File: config.mk
export PLATFORM = sky130hd
export DESIGN_NAME = usbd_ctrl_hsk
export DESIGN_NICKNAME = d
export VERILOG_FILES = /design/src/rtl/usbd_ctrl_pkg.sv /design/src/rtl/usbd_ctrl_regs.sv /design/src/rtl/usbd_resume_fsm.sv /design/src/rtl/usbd_hsk_arb.sv /design/src/rtl/usbd_ctrl_hsk.sv
export SDC_FILE = /design/constraint.sdc
export NUM_CORES = 1
export LEC_CHECK = 0
export BUFFER_PORTS_ARGS = -buffer_cell sky130_fd_sc_hd__buf_2
export CORE_MARGIN = 10
export CORE_UTILIZATION = 40
export DETAILED_ROUTE_END_ITERATION = 7
export MAX_ROUTING_LAYER = met4
export PLACE_DENSITY_LB_ADDON = 0.25
export SLEW_MARGIN = 0
export SYNTH_ARGS = -nofsm -noshare
export SYNTH_HDL_FRONTEND = slang
export SYNTH_SLANG_ARGS = --single-unit
File: constraint.sdc
create_clock -name clk -period 2.9 [get_ports clk]
set_clock_uncertainty 0.2 [all_clocks]
set_input_delay 0.29 -clock clk [delete_from_list [all_inputs] [get_ports clk]]
set_output_delay 0.29 -clock clk [all_outputs]
set_load 0.01 [all_outputs]
File: src/rtl/usbd_ctrl_pkg.sv
package usbd_ctrl_pkg;

    localparam int BIT_DETACH  = 0;
    localparam int BIT_RESUME  = 1;
    localparam int SPD_LO      = 2;
    localparam int BIT_NOREPLY = 4;
    localparam int BIT_TSTJ    = 5;
    localparam int BIT_TSTK    = 6;
    localparam int BIT_TSTPKT  = 7;
    localparam int BIT_NOSTUFF = 8;
    localparam int BIT_GNAK    = 9;
    localparam int LPM_LO      = 10;
    localparam int USED_BITS   = 12;

    typedef enum logic [1:0] {
        TOK_SETUP = 2'd0,
        TOK_IN    = 2'd1,
        TOK_OUT   = 2'd2,
        TOK_LPM   = 2'd3
    } token_e;

    typedef enum logic [1:0] {
        HSK_NONE = 2'd0,
        HSK_ACK  = 2'd1,
        HSK_NAK  = 2'd2,
        HSK_NYET = 2'd3
    } hsk_e;

    typedef enum logic {
        RSM_IDLE   = 1'b0,
        RSM_SIGNAL = 1'b1
    } rsm_state_e;

    typedef enum logic {
        ARB_IDLE  = 1'b0,
        ARB_REPLY = 1'b1
    } arb_state_e;

    typedef struct packed {
        logic [1:0] lpm_mode;
        logic       gnak;
        logic       nostuff;
        logic       tst_pkt;
        logic       tst_k;
        logic       tst_j;
        logic       no_reply;
        logic [1:0] speed;
        logic       detach;
    } ctrl_t;

    localparam ctrl_t CTRL_RESET = '{lpm_mode: 2'd0, gnak: 1'b0, nostuff: 1'b0,
                                     tst_pkt: 1'b0, tst_k: 1'b0, tst_j: 1'b0,
                                     no_reply: 1'b0, speed: 2'd0, detach: 1'b1};

endpackage

File: src/rtl/usbd_ctrl_regs.sv
module usbd_ctrl_regs
    import usbd_ctrl_pkg::*;
#(
    parameter int DATA_W = 16
) (
    input  logic              clk,
    input  logic              rst_n,
    input  logic              wr_en,
    input  logic [DATA_W-1:0] wr_data,
    input  logic              setup_seen,
    output ctrl_t             cfg
);

    ctrl_t cfg_q, cfg_d, wr_view;

    always_comb begin
        wr_view.lpm_mode = wr_data[LPM_LO +: 2];
        wr_view.gnak     = wr_data[BIT_GNAK];
        wr_view.nostuff  = wr_data[BIT_NOSTUFF];
        wr_view.tst_pkt  = wr_data[BIT_TSTPKT];
        wr_view.tst_k    = wr_data[BIT_TSTK];
        wr_view.tst_j    = wr_data[BIT_TSTJ];
        wr_view.no_reply = wr_data[BIT_NOREPLY];
        wr_view.speed    = wr_data[SPD_LO +: 2];
        wr_view.detach   = wr_data[BIT_DETACH];
    end

    // hardware clear of the no-reply switch is applied after the write
    always_comb begin
        cfg_d = cfg_q;
        if (wr_en) begin
            cfg_d = wr_view;
        end
        if (setup_seen) begin
            cfg_d.no_reply = 1'b0;
        end
    end

    always_ff @(posedge clk) begin
        if (!rst_n) begin
            cfg_q <= CTRL_RESET;
        end else begin
            cfg_q <= cfg_d;
        end
    end

    assign cfg = cfg_q;

endmodule

File: src/rtl/usbd_resume_fsm.sv
module usbd_resume_fsm
    import usbd_ctrl_pkg::*;
(
    input  logic clk,
    input  logic rst_n,
    input  logic set_req,
    input  logic clr_req,
    output logic active
);

    rsm_state_e state_q, state_d;

    always_comb begin
        state_d = state_q;
        unique case (state_q)
            RSM_IDLE:   if (set_req && !clr_req) state_d = RSM_SIGNAL;
            RSM_SIGNAL: if (clr_req)             state_d = RSM_IDLE;
            default:                             state_d = RSM_IDLE;
        endcase
    end

    always_ff @(posedge clk) begin
        if (!rst_n) begin
            state_q <= RSM_IDLE;
        end else begin
            state_q <= state_d;
        end
    end

    always_comb begin
        active = 1'b0;
        unique case (state_q)
            RSM_IDLE:   active = 1'b0;
            RSM_SIGNAL: active = 1'b1;
            default:    active = 1'b0;
        endcase
    end

endmodule

File: src/rtl/usbd_hsk_arb.sv
module usbd_hsk_arb
    import usbd_ctrl_pkg::*;
#(
    parameter int EP_W = 4
) (
    input  logic            clk,
    input  logic            rst_n,
    input  logic            txn_valid,
    input  logic [1:0]      txn_token,
    input  logic [EP_W-1:0] txn_ep,
    input  logic            bank_ready,
    input  ctrl_t           cfg,
    output logic            hsk_valid,
    output logic [1:0]      hsk_code
);

    arb_state_e state_q, state_d;
    hsk_e       pick, code_q;
    token_e     tok;
    logic       ep0_silenced;

    assign tok          = token_e'(txn_token);
    assign ep0_silenced = cfg.no_reply && (txn_ep == '0) && (tok != TOK_SETUP);

    // priority: endpoint-0 silence, global NAK, LPM mode, bank status
    always_comb begin
        pick = HSK_NONE;
        if (ep0_silenced) begin
            pick = HSK_NONE;
        end else if (cfg.gnak) begin
            pick = HSK_NAK;
        end else if (tok == TOK_LPM) begin
            unique case (cfg.lpm_mode)
                2'd1:    pick = HSK_ACK;
                2'd2:    pick = HSK_NYET;
                default: pick = HSK_NONE;
            endcase
        end else begin
            pick = bank_ready ? HSK_ACK : HSK_NAK;
        end
    end

    always_comb begin
        state_d = state_q;
        unique case (state_q)
            ARB_IDLE:  state_d = txn_valid ? ARB_REPLY : ARB_IDLE;
            ARB_REPLY: state_d = txn_valid ? ARB_REPLY : ARB_IDLE;
            default:   state_d = ARB_IDLE;
        endcase
    end

    always_ff @(posedge clk) begin
        if (!rst_n) begin
            state_q <= ARB_IDLE;
            code_q  <= HSK_NONE;
        end else begin
            state_q <= state_d;
            if (txn_valid) begin
                code_q <= pick;
            end
        end
    end

    always_comb begin
        hsk_valid = 1'b0;
        hsk_code  = HSK_NONE;
        unique case (state_q)
            ARB_IDLE: begin
                hsk_valid = 1'b0;
                hsk_code  = HSK_NONE;
            end
            ARB_REPLY: begin
                hsk_valid = 1'b1;
                hsk_code  = code_q;
            end
            default: begin
                hsk_valid = 1'b0;
                hsk_code  = HSK_NONE;
            end
        endcase
    end

endmodule

File: src/rtl/usbd_ctrl_hsk.sv
module usbd_ctrl_hsk
    import usbd_ctrl_pkg::*;
#(
    parameter int DATA_W = 16,
    parameter int EP_W   = 4
) (
    input  logic              clk,
    input  logic              rst_n,
    input  logic              wr_en,
    input  logic [DATA_W-1:0] wr_data,
    output logic [DATA_W-1:0] rd_data,
    input  logic              txn_valid,
    input  logic [1:0]        txn_token,
    input  logic [EP_W-1:0]   txn_ep,
    input  logic              bank_ready,
    input  logic              bus_reset,
    input  logic              resume_done,
    output logic              hsk_valid,
    output logic [1:0]        hsk_code,
    output logic [1:0]        speed_cfg,
    output logic              tm_nostuff,
    output logic              tm_packet,
    output logic              tm_k,
    output logic              tm_j,
    output logic              resume_req,
    output logic              pullup_en
);

    ctrl_t cfg;
    logic  setup_seen;
    logic  rsm_active;

    assign setup_seen = txn_valid && (token_e'(txn_token) == TOK_SETUP);

    usbd_ctrl_regs #(.DATA_W(DATA_W)) u_regs (
        .clk        (clk),
        .rst_n      (rst_n),
        .wr_en      (wr_en),
        .wr_data    (wr_data),
        .setup_seen (setup_seen),
        .cfg        (cfg)
    );

    usbd_resume_fsm u_rsm (
        .clk     (clk),
        .rst_n   (rst_n),
        .set_req (wr_en && wr_data[BIT_RESUME]),
        .clr_req (bus_reset || resume_done),
        .active  (rsm_active)
    );

    usbd_hsk_arb #(.EP_W(EP_W)) u_arb (
        .clk        (clk),
        .rst_n      (rst_n),
        .txn_valid  (txn_valid),
        .txn_token  (txn_token),
        .txn_ep     (txn_ep),
        .bank_ready (bank_ready),
        .cfg        (cfg),
        .hsk_valid  (hsk_valid),
        .hsk_code   (hsk_code)
    );

    always_comb begin
        rd_data[0]               = cfg.detach;
        rd_data[BIT_RESUME]      = rsm_active;
        rd_data[SPD_LO +: 2]     = cfg.speed;
        rd_data[BIT_NOREPLY]     = cfg.no_reply;
        rd_data[BIT_TSTJ]        = cfg.tst_j;
        rd_data[BIT_TSTK]        = cfg.tst_k;
        rd_data[BIT_TSTPKT]      = cfg.tst_pkt;
        rd_data[BIT_NOSTUFF]     = cfg.nostuff;
        rd_data[BIT_GNAK]        = cfg.gnak;
        rd_data[LPM_LO +: 2]     = cfg.lpm_mode;
    end

    generate
        if (DATA_W > USED_BITS) begin : g_pad
            assign rd_data[DATA_W-1:USED_BITS] = '0;
        end
    endgenerate

    assign speed_cfg  = cfg.speed;
    assign tm_nostuff = cfg.nostuff;
    assign tm_packet  = cfg.tst_pkt;
    assign tm_k       = cfg.tst_k;
    assign tm_j       = cfg.tst_j;
    assign resume_req = rsm_active;
    assign pullup_en  = !cfg.detach;

endmodule

==> After elaboration in Yosys (flattened, before gate mapping) <==
Index checks and enable logic that the tools add are counted.
{ "classes": {"n_eq_ne": 3, "muxes": 12, "n_bitwise": 3, "reduce_logical": 12} }
{ "ops": {"columns": ["op", "n"], "rows": [
  ["two-way mux 2 bit", 4],
  ["one-hot mux 2 bit (2 select lines)", 2],
  ["one-hot mux 1 bit (2 select lines)", 3],
  ["logical AND 1 bit", 5],
  ["equality test 2 bit, second input constant", 2],
  ["zero test 4 bit", 1],
  ["two-way mux 1 bit", 3],
  ["NOT 1 bit", 3],
  ["equality test 2 x 1 -> 1 bit, second input constant", 1],
  ["zero test 1 bit", 2],
  ["zero test 2 bit", 1],
  ["nonzero test 2 bit", 1],
  ["OR reduction 2 bit", 1],
  ["logical OR 1 bit", 1]
]} }
{ "totals": {"regBits": 15, "in_bits": 29} }

==> Longest topological paths before layout <==
{ "depth": {"word_depth": 5, "mapped_depth": 5, "depth_no_buf": 5} }

==> Hierarchy <==
A second synthesis with hierarchy kept.
{ "hier_totals": {"hier_cells": 74, "area_unflattened_um2": 740.7} }
{ "modules_own_cells": {"columns": ["mod", "n_inst", "cells_each", "area_each_um2"], "rows": [
  ["usbd_ctrl_regs", 1, 35, 417.9],
  ["usbd_hsk_arb", 1, 20, 171.4],
  ["usbd_ctrl_hsk", 1, 16, 115.1],
  ["usbd_resume_fsm", 1, 3, 36.3]
]} }

==> Worst setup path after synthesis <==
No wires, ideal clock.
{ "synth_path": {"path_kind": "reg2reg", "start": "register u_regs.cfg_q (netlist bit u_regs.cfg[3])", "end": "register u_arb.code_q[0]", "setup_ps": 125, "t_arrival_ps": 1035, "required_time_ps": 2575, "path_slack_ps": 1540, "path_stages_with_launch": 4, "n_path_buf": 0, "synth_period_minus_slack_ps": 1360, "path_cell_list": "dfxtp_1 or4b_1 nor3_2 o41ai_1"} }
{ "synth_via": {"elab_chain_len": 3} }
{ "synth_rtl": {"columns": ["element", "line", "rtl"], "rows": [
  ["start: declaration", "usbd_ctrl_regs.sv:14", "ctrl_t cfg_q, cfg_d, wr_view;"],
  ["start signal: assignment", "usbd_ctrl_regs.sv:43", "cfg_q <= cfg_d;"],
  ["logical AND 1 bit (2 in a row)", "usbd_hsk_arb.sv:23", "assign ep0_silenced = cfg.no_reply && (txn_ep == '0) && (tok != TOK_SETUP);"],
  ["two-way mux 2 bit", "usbd_hsk_arb.sv:28", "if (ep0_silenced) begin"],
  ["end signal: assignment", "usbd_hsk_arb.sv:59", "code_q <= pick;"],
  ["end: declaration", "usbd_hsk_arb.sv:18", "hsk_e pick, code_q;"]
]} }
Every way passes these cells.
A chain may end at the register's enable or synchronous reset.

==> Final worst setup path <==
{ "layout_path": {"start": "input port bus_reset", "end": "register u_rsm.state_q"} }
{ "layout_via": {"elab_chain_len": 5} }
{ "layout_rtl": {"columns": ["element", "line", "rtl"], "rows": [
  ["start: declaration", "usbd_ctrl_hsk.sv:16", "input logic bus_reset,"],
  ["logical OR 1 bit *", "usbd_ctrl_hsk.sv:48", ".clr_req (bus_reset || resume_done),"],
  ["zero test 1 bit", "usbd_resume_fsm.sv:16", "RSM_IDLE: if (set_req && !clr_req) state_d = RSM_SIGNAL;"],
  ["logical AND 1 bit", "usbd_resume_fsm.sv:16", null],
  ["two-way mux 1 bit", "usbd_resume_fsm.sv:16", null],
  ["one-hot mux 1 bit (2 select lines) *", "usbd_resume_fsm.sv:15", "unique case (state_q)"],
  ["end signal: assignment", "usbd_resume_fsm.sv:26", "state_q <= state_d;"],
  ["end: declaration", "usbd_resume_fsm.sv:11", "rsm_state_e state_q, state_d;"]
]} }
Every way passes the cells marked *; elsewhere a longest branch is shown, timed or not.

==> impl_metrics.prom <==
# TYPE chip_impl_metric gauge
chip_impl_metric{name="num_rows",unit=""} 14
chip_impl_info{name="crit_path_end_kind",value="flop"} 1
chip_impl_metric{name="final_area",unit="um^2"} 902
chip_impl_metric{name="gpl.final_weighted_congestion",unit=""} 0.663
chip_impl_metric{name="multiInputGateArea",unit="um^2"} 285
chip_impl_metric{name="drive_gt1_share",unit="%"} 44.3
chip_impl_metric{name="postRouteAntennaNets",unit=""} 0
chip_impl_metric{name="area_added_between_synthesis_and_finish",unit="%"} 31.3
chip_impl_info{name="start_kind",value="input port"} 1
chip_impl_metric{name="yosys.cell_types.count",unit=""} 21
chip_impl_metric{name="mux_cell_area_share_after_synthesis",unit="%"} 14.6
chip_impl_metric{name="firstDrtPassIters",unit=""} 4
chip_impl_metric{name="count_of_h_tree_levels_built_during_cts",unit=""} 1
chip_impl_metric{name="clock_sinks",unit=""} 15
chip_impl_info{name="cts_root_buffer",value="sky130_fd_sc_hd__clkbuf_4"} 1
chip_impl_metric{name="first_global_vias",unit=""} 660
chip_impl_metric{name="final.period_utilization",unit="%"} 58.9
chip_impl_metric{name="drt-wirelength-per-cell",unit="um"} 14.0
chip_impl_metric{name="synth_fa_ha_area_share",unit="%"} 1.82
chip_impl_metric{name="total_of_endpoints_with_negative_setup_slack_in_the_final_report",unit=""} 0
chip_impl_metric{name="fin_tns_setup",unit="ns"} 0
chip_impl_metric{name="insertedDiodeCount",unit=""} 0
chip_impl_metric{name="postSynthCellCount",unit=""} 73
chip_impl_metric{name="detail_route.drc_violations",unit=""} 0
chip_impl_metric{name="initial_antenna_violation_count",unit=""} 0
chip_impl_metric{name="synth.yosys.seq_area_share",unit="%"} 43.7
chip_impl_metric{name="worst_ep_required_time",unit="ns"} 2.92
chip_impl_metric{name="die_h",unit="um"} 61.4
chip_impl_metric{name="post_cts.repair.setup_buffers",unit=""} 0
chip_impl_metric{name="timing_hold_violations_final",unit=""} 0
chip_impl_metric{name="floorplan.core_area",unit="um^2"} 1560
chip_impl_metric{name="drt-vias-per-instance",unit=""} 4.77
chip_impl_metric{name="layout_min_cycle_time",unit="ns"} 1.71
chip_impl_metric{name="finalPower",unit="uW"} 417
chip_impl_info{name="path_class",value="in -> reg"} 1
chip_impl_metric{name="area.sequential",unit="um^2"} 300
chip_impl_metric{name="synth_compound_gate_area_share",unit="%"} 7.29
chip_impl_metric{name="io_buffers",unit=""} 47
chip_impl_metric{name="grt_pass1_wl",unit="um"} 2810
chip_impl_metric{name="setup_ws",unit="ns"} 1.19
chip_impl_metric{name="yosys.area_share.xor_xnor",unit="%"} 0
chip_impl_info{name="run_status",value="finished clean"} 1
chip_impl_info{name="crit_path_start",value="bus_reset"} 1
chip_impl_metric{name="peakVddDrop",unit="mV"} 0.338
chip_impl_metric{name="clock_tree.buffer_depth",unit=""} 2
chip_impl_metric{name="post_dp_cell_area",unit="um^2"} 856
chip_impl_metric{name="drv.max_cap_violation_count",unit=""} 0
chip_impl_metric{name="place_hpwl",unit="um"} 1550
chip_impl_metric{name="arrival",unit="ns"} 1.73
chip_impl_metric{name="detailedRoute.firstIterationViolations",unit=""} 18
chip_impl_info{name="main_combinational_cell_family_by_area_after_synthesis",value="buffers and inverters"} 1
chip_impl_metric{name="grt_max_degree",unit=""} 14
chip_impl_metric{name="cellLeakagePower",unit="uW"} 0.000510
chip_impl_metric{name="fillCellCount",unit=""} 150
chip_impl_metric{name="slew_viol_final",unit=""} 0
chip_impl_info{name="holdCritStartpoint",value="wr_data[0]"} 1
chip_impl_info{name="crit-reg2reg-launch",value="u_rsm.state_q"} 1
chip_impl_metric{name="synth.top_cell.area_share",unit="%"} 43.7
chip_impl_metric{name="num_io_pins",unit=""} 56
chip_impl_info{name="synth_largest_area_cell",value="sky130_fd_sc_hd__dfxtp_1"} 1
chip_impl_metric{name="via_count",unit=""} 625
chip_impl_metric{name="mappedNetlistArea",unit="um^2"} 687
chip_impl_info{name="grt_setup_unrepaired",value="no"} 1
chip_impl_metric{name="ys_seq_elements",unit=""} 15
chip_impl_metric{name="cts_buffers",unit=""} 3
chip_impl_metric{name="dp_slack",unit="ns"} 1.41
chip_impl_metric{name="die_wd",unit="um"} 61.4
chip_impl_metric{name="floorplan.die_area",unit="um^2"} 3770
chip_impl_metric{name="worstPathMaxFanout",unit=""} 1
chip_impl_info{name="cts_tree",value="done"} 1
chip_impl_metric{name="powerDensity",unit="nW/um^2"} 463
chip_impl_metric{name="grt.total_usage",unit="%"} 10.1
chip_impl_metric{name="initial_core_utilization",unit="%"} 44.1
chip_impl_metric{name="worst_setup_hold_path_clk_slew",unit="ns"} 0.08
chip_impl_info{name="ys_top_cells_by_area",value="sky130_fd_sc_hd__dfxtp_1 44%, sky130_fd_sc_hd__mux2i_1 15%, sky130_fd_sc_hd__buf_4 13%"} 1
chip_impl_info{name="timing.hold.worst.class",value="in -> reg"} 1
chip_impl_metric{name="clock_latency",unit="ns"} 0.27
chip_impl_metric{name="postSynthAreaPerCell",unit="um^2"} 9.41
chip_impl_metric{name="finish.net_count",unit=""} 146
chip_impl_metric{name="synthSimpleGateAreaFrac",unit="%"} 15.7
chip_impl_metric{name="yosys_warnings",unit=""} 0
chip_impl_metric{name="globalRouteOverflowTotal",unit=""} 0
chip_impl_metric{name="totalWireLength",unit="um"} 1830
chip_impl_metric{name="clock.fmax",unit="MHz"} 586
-- routing by layer --
layer	share of wire, %	wire [um]	track usage [%]
met5	0	0	-
met4	0.77	14	3.82
met3	8.5	156	3.70
met2	51	939	17.8
met1	39	720	9.94
-- cells by family (layout without fill, tap and decap cells) --
family	Yosys count	in the layout
buffers and inverters	18	57
flip-flops	15	15
other	1	4
adder cells (fa/ha/maj)	1	1
multiplexers	10	10
AND/OR/NAND/NOR	21	21
AO/OA/AOI/OAI	7	7
-- worst max-delay path, stage by stage --
cell and delay (ns):
sky130_fd_sc_hd__dlygate4sd3_1 0.53, sky130_fd_sc_hd__buf_2 0.12, sky130_fd_sc_hd__nor4_1 0.22, sky130_fd_sc_hd__dlygate4sd3_1 0.57
-- layout by cell type (no fill, tap or decap), drive strengths merged, types with 2 or more instances in the layout --
cell type	Yosys	final
dfxtp	15	15
dlygate4sd3	0	2
inv	4	4
and2	2	2
buf	12	47
nand2	3	3
a21oi	2	2
nand3b	2	2
mux2i	10	10
nor2	10	10
clkbuf	2	4
conb	1	4
-- synthesized netlist by cell type, drive strengths merged --
library cell,number
inv,4
or4b,1
o31ai,1
buf,12
nand3b,2
o41ai,1
a21oi,2
a211oi,1
nor4,1
mux2i,10
nand3,1
clkbuf,2
o211ai,1
conb,1
and2,2
nand2,3
nor3,1
nor2,10
a311oi,1
dfxtp,15
ha,1
-- flip-flops by register name (all words and copies together) (netlist names) --
name / flops
u_rsm.state_q: 1
u_arb.code_q: 2
u_arb.state_q: 1
u_regs.cfg: 11
-- cell type report --
type,count,share of cell area [%]
Clock buffer,4,2.91
Inverter,4,1.66
Multi-Input combinational cell,43,31.6
Sequential cell,15,33.3
Tap cell,16,2.22
Timing Repair Buffer,49,28.3
-- final timing paths --
| kind | cells after the start | to | slack, ns |
|---|---|---|---|
| worst max-delay path | 4 | u_rsm.state_q | 1.19 |
| worst min-delay path | 3 | u_regs.cfg[0] | 0.03 |
| worst max register to register | 3 | u_rsm.state_q | 1.53 |
| worst min register to register | 2 | u_regs.cfg[0] | 0.29 |
-- repair_timing --
| item | 4_1_cts | 5_1_grt |
|---|---|---|
| hold buffers | 2 | 0 |
| gates resized for setup | 0 | 0 |
| endpoints found under the hold margin | 1 | 0 |
-- where the power goes --
part	leakage, uW	total (uW)	switching (uW)	internal, uW
clock network	0.0000150	115	61.7	53.3
logic	0.000371	77.0	39.9	37.2
registers	0.000124	225	7.29	218
total	0.000510	417	109	309
-- metrics by stage --
stage | util (%) | hold WS [ns] | cells
floorplan | - | 0.167 | 76
global placement | 54.9 | 0.258 | 125
detailed placement | 54.9 | 0.257 | 125
CTS | 57.9 | 0.0178 | 131
global route | 57.9 | 0.0242 | 131
finish | 57.9 | 0.0257 | 131
Power figures use the tool's default switching activity.
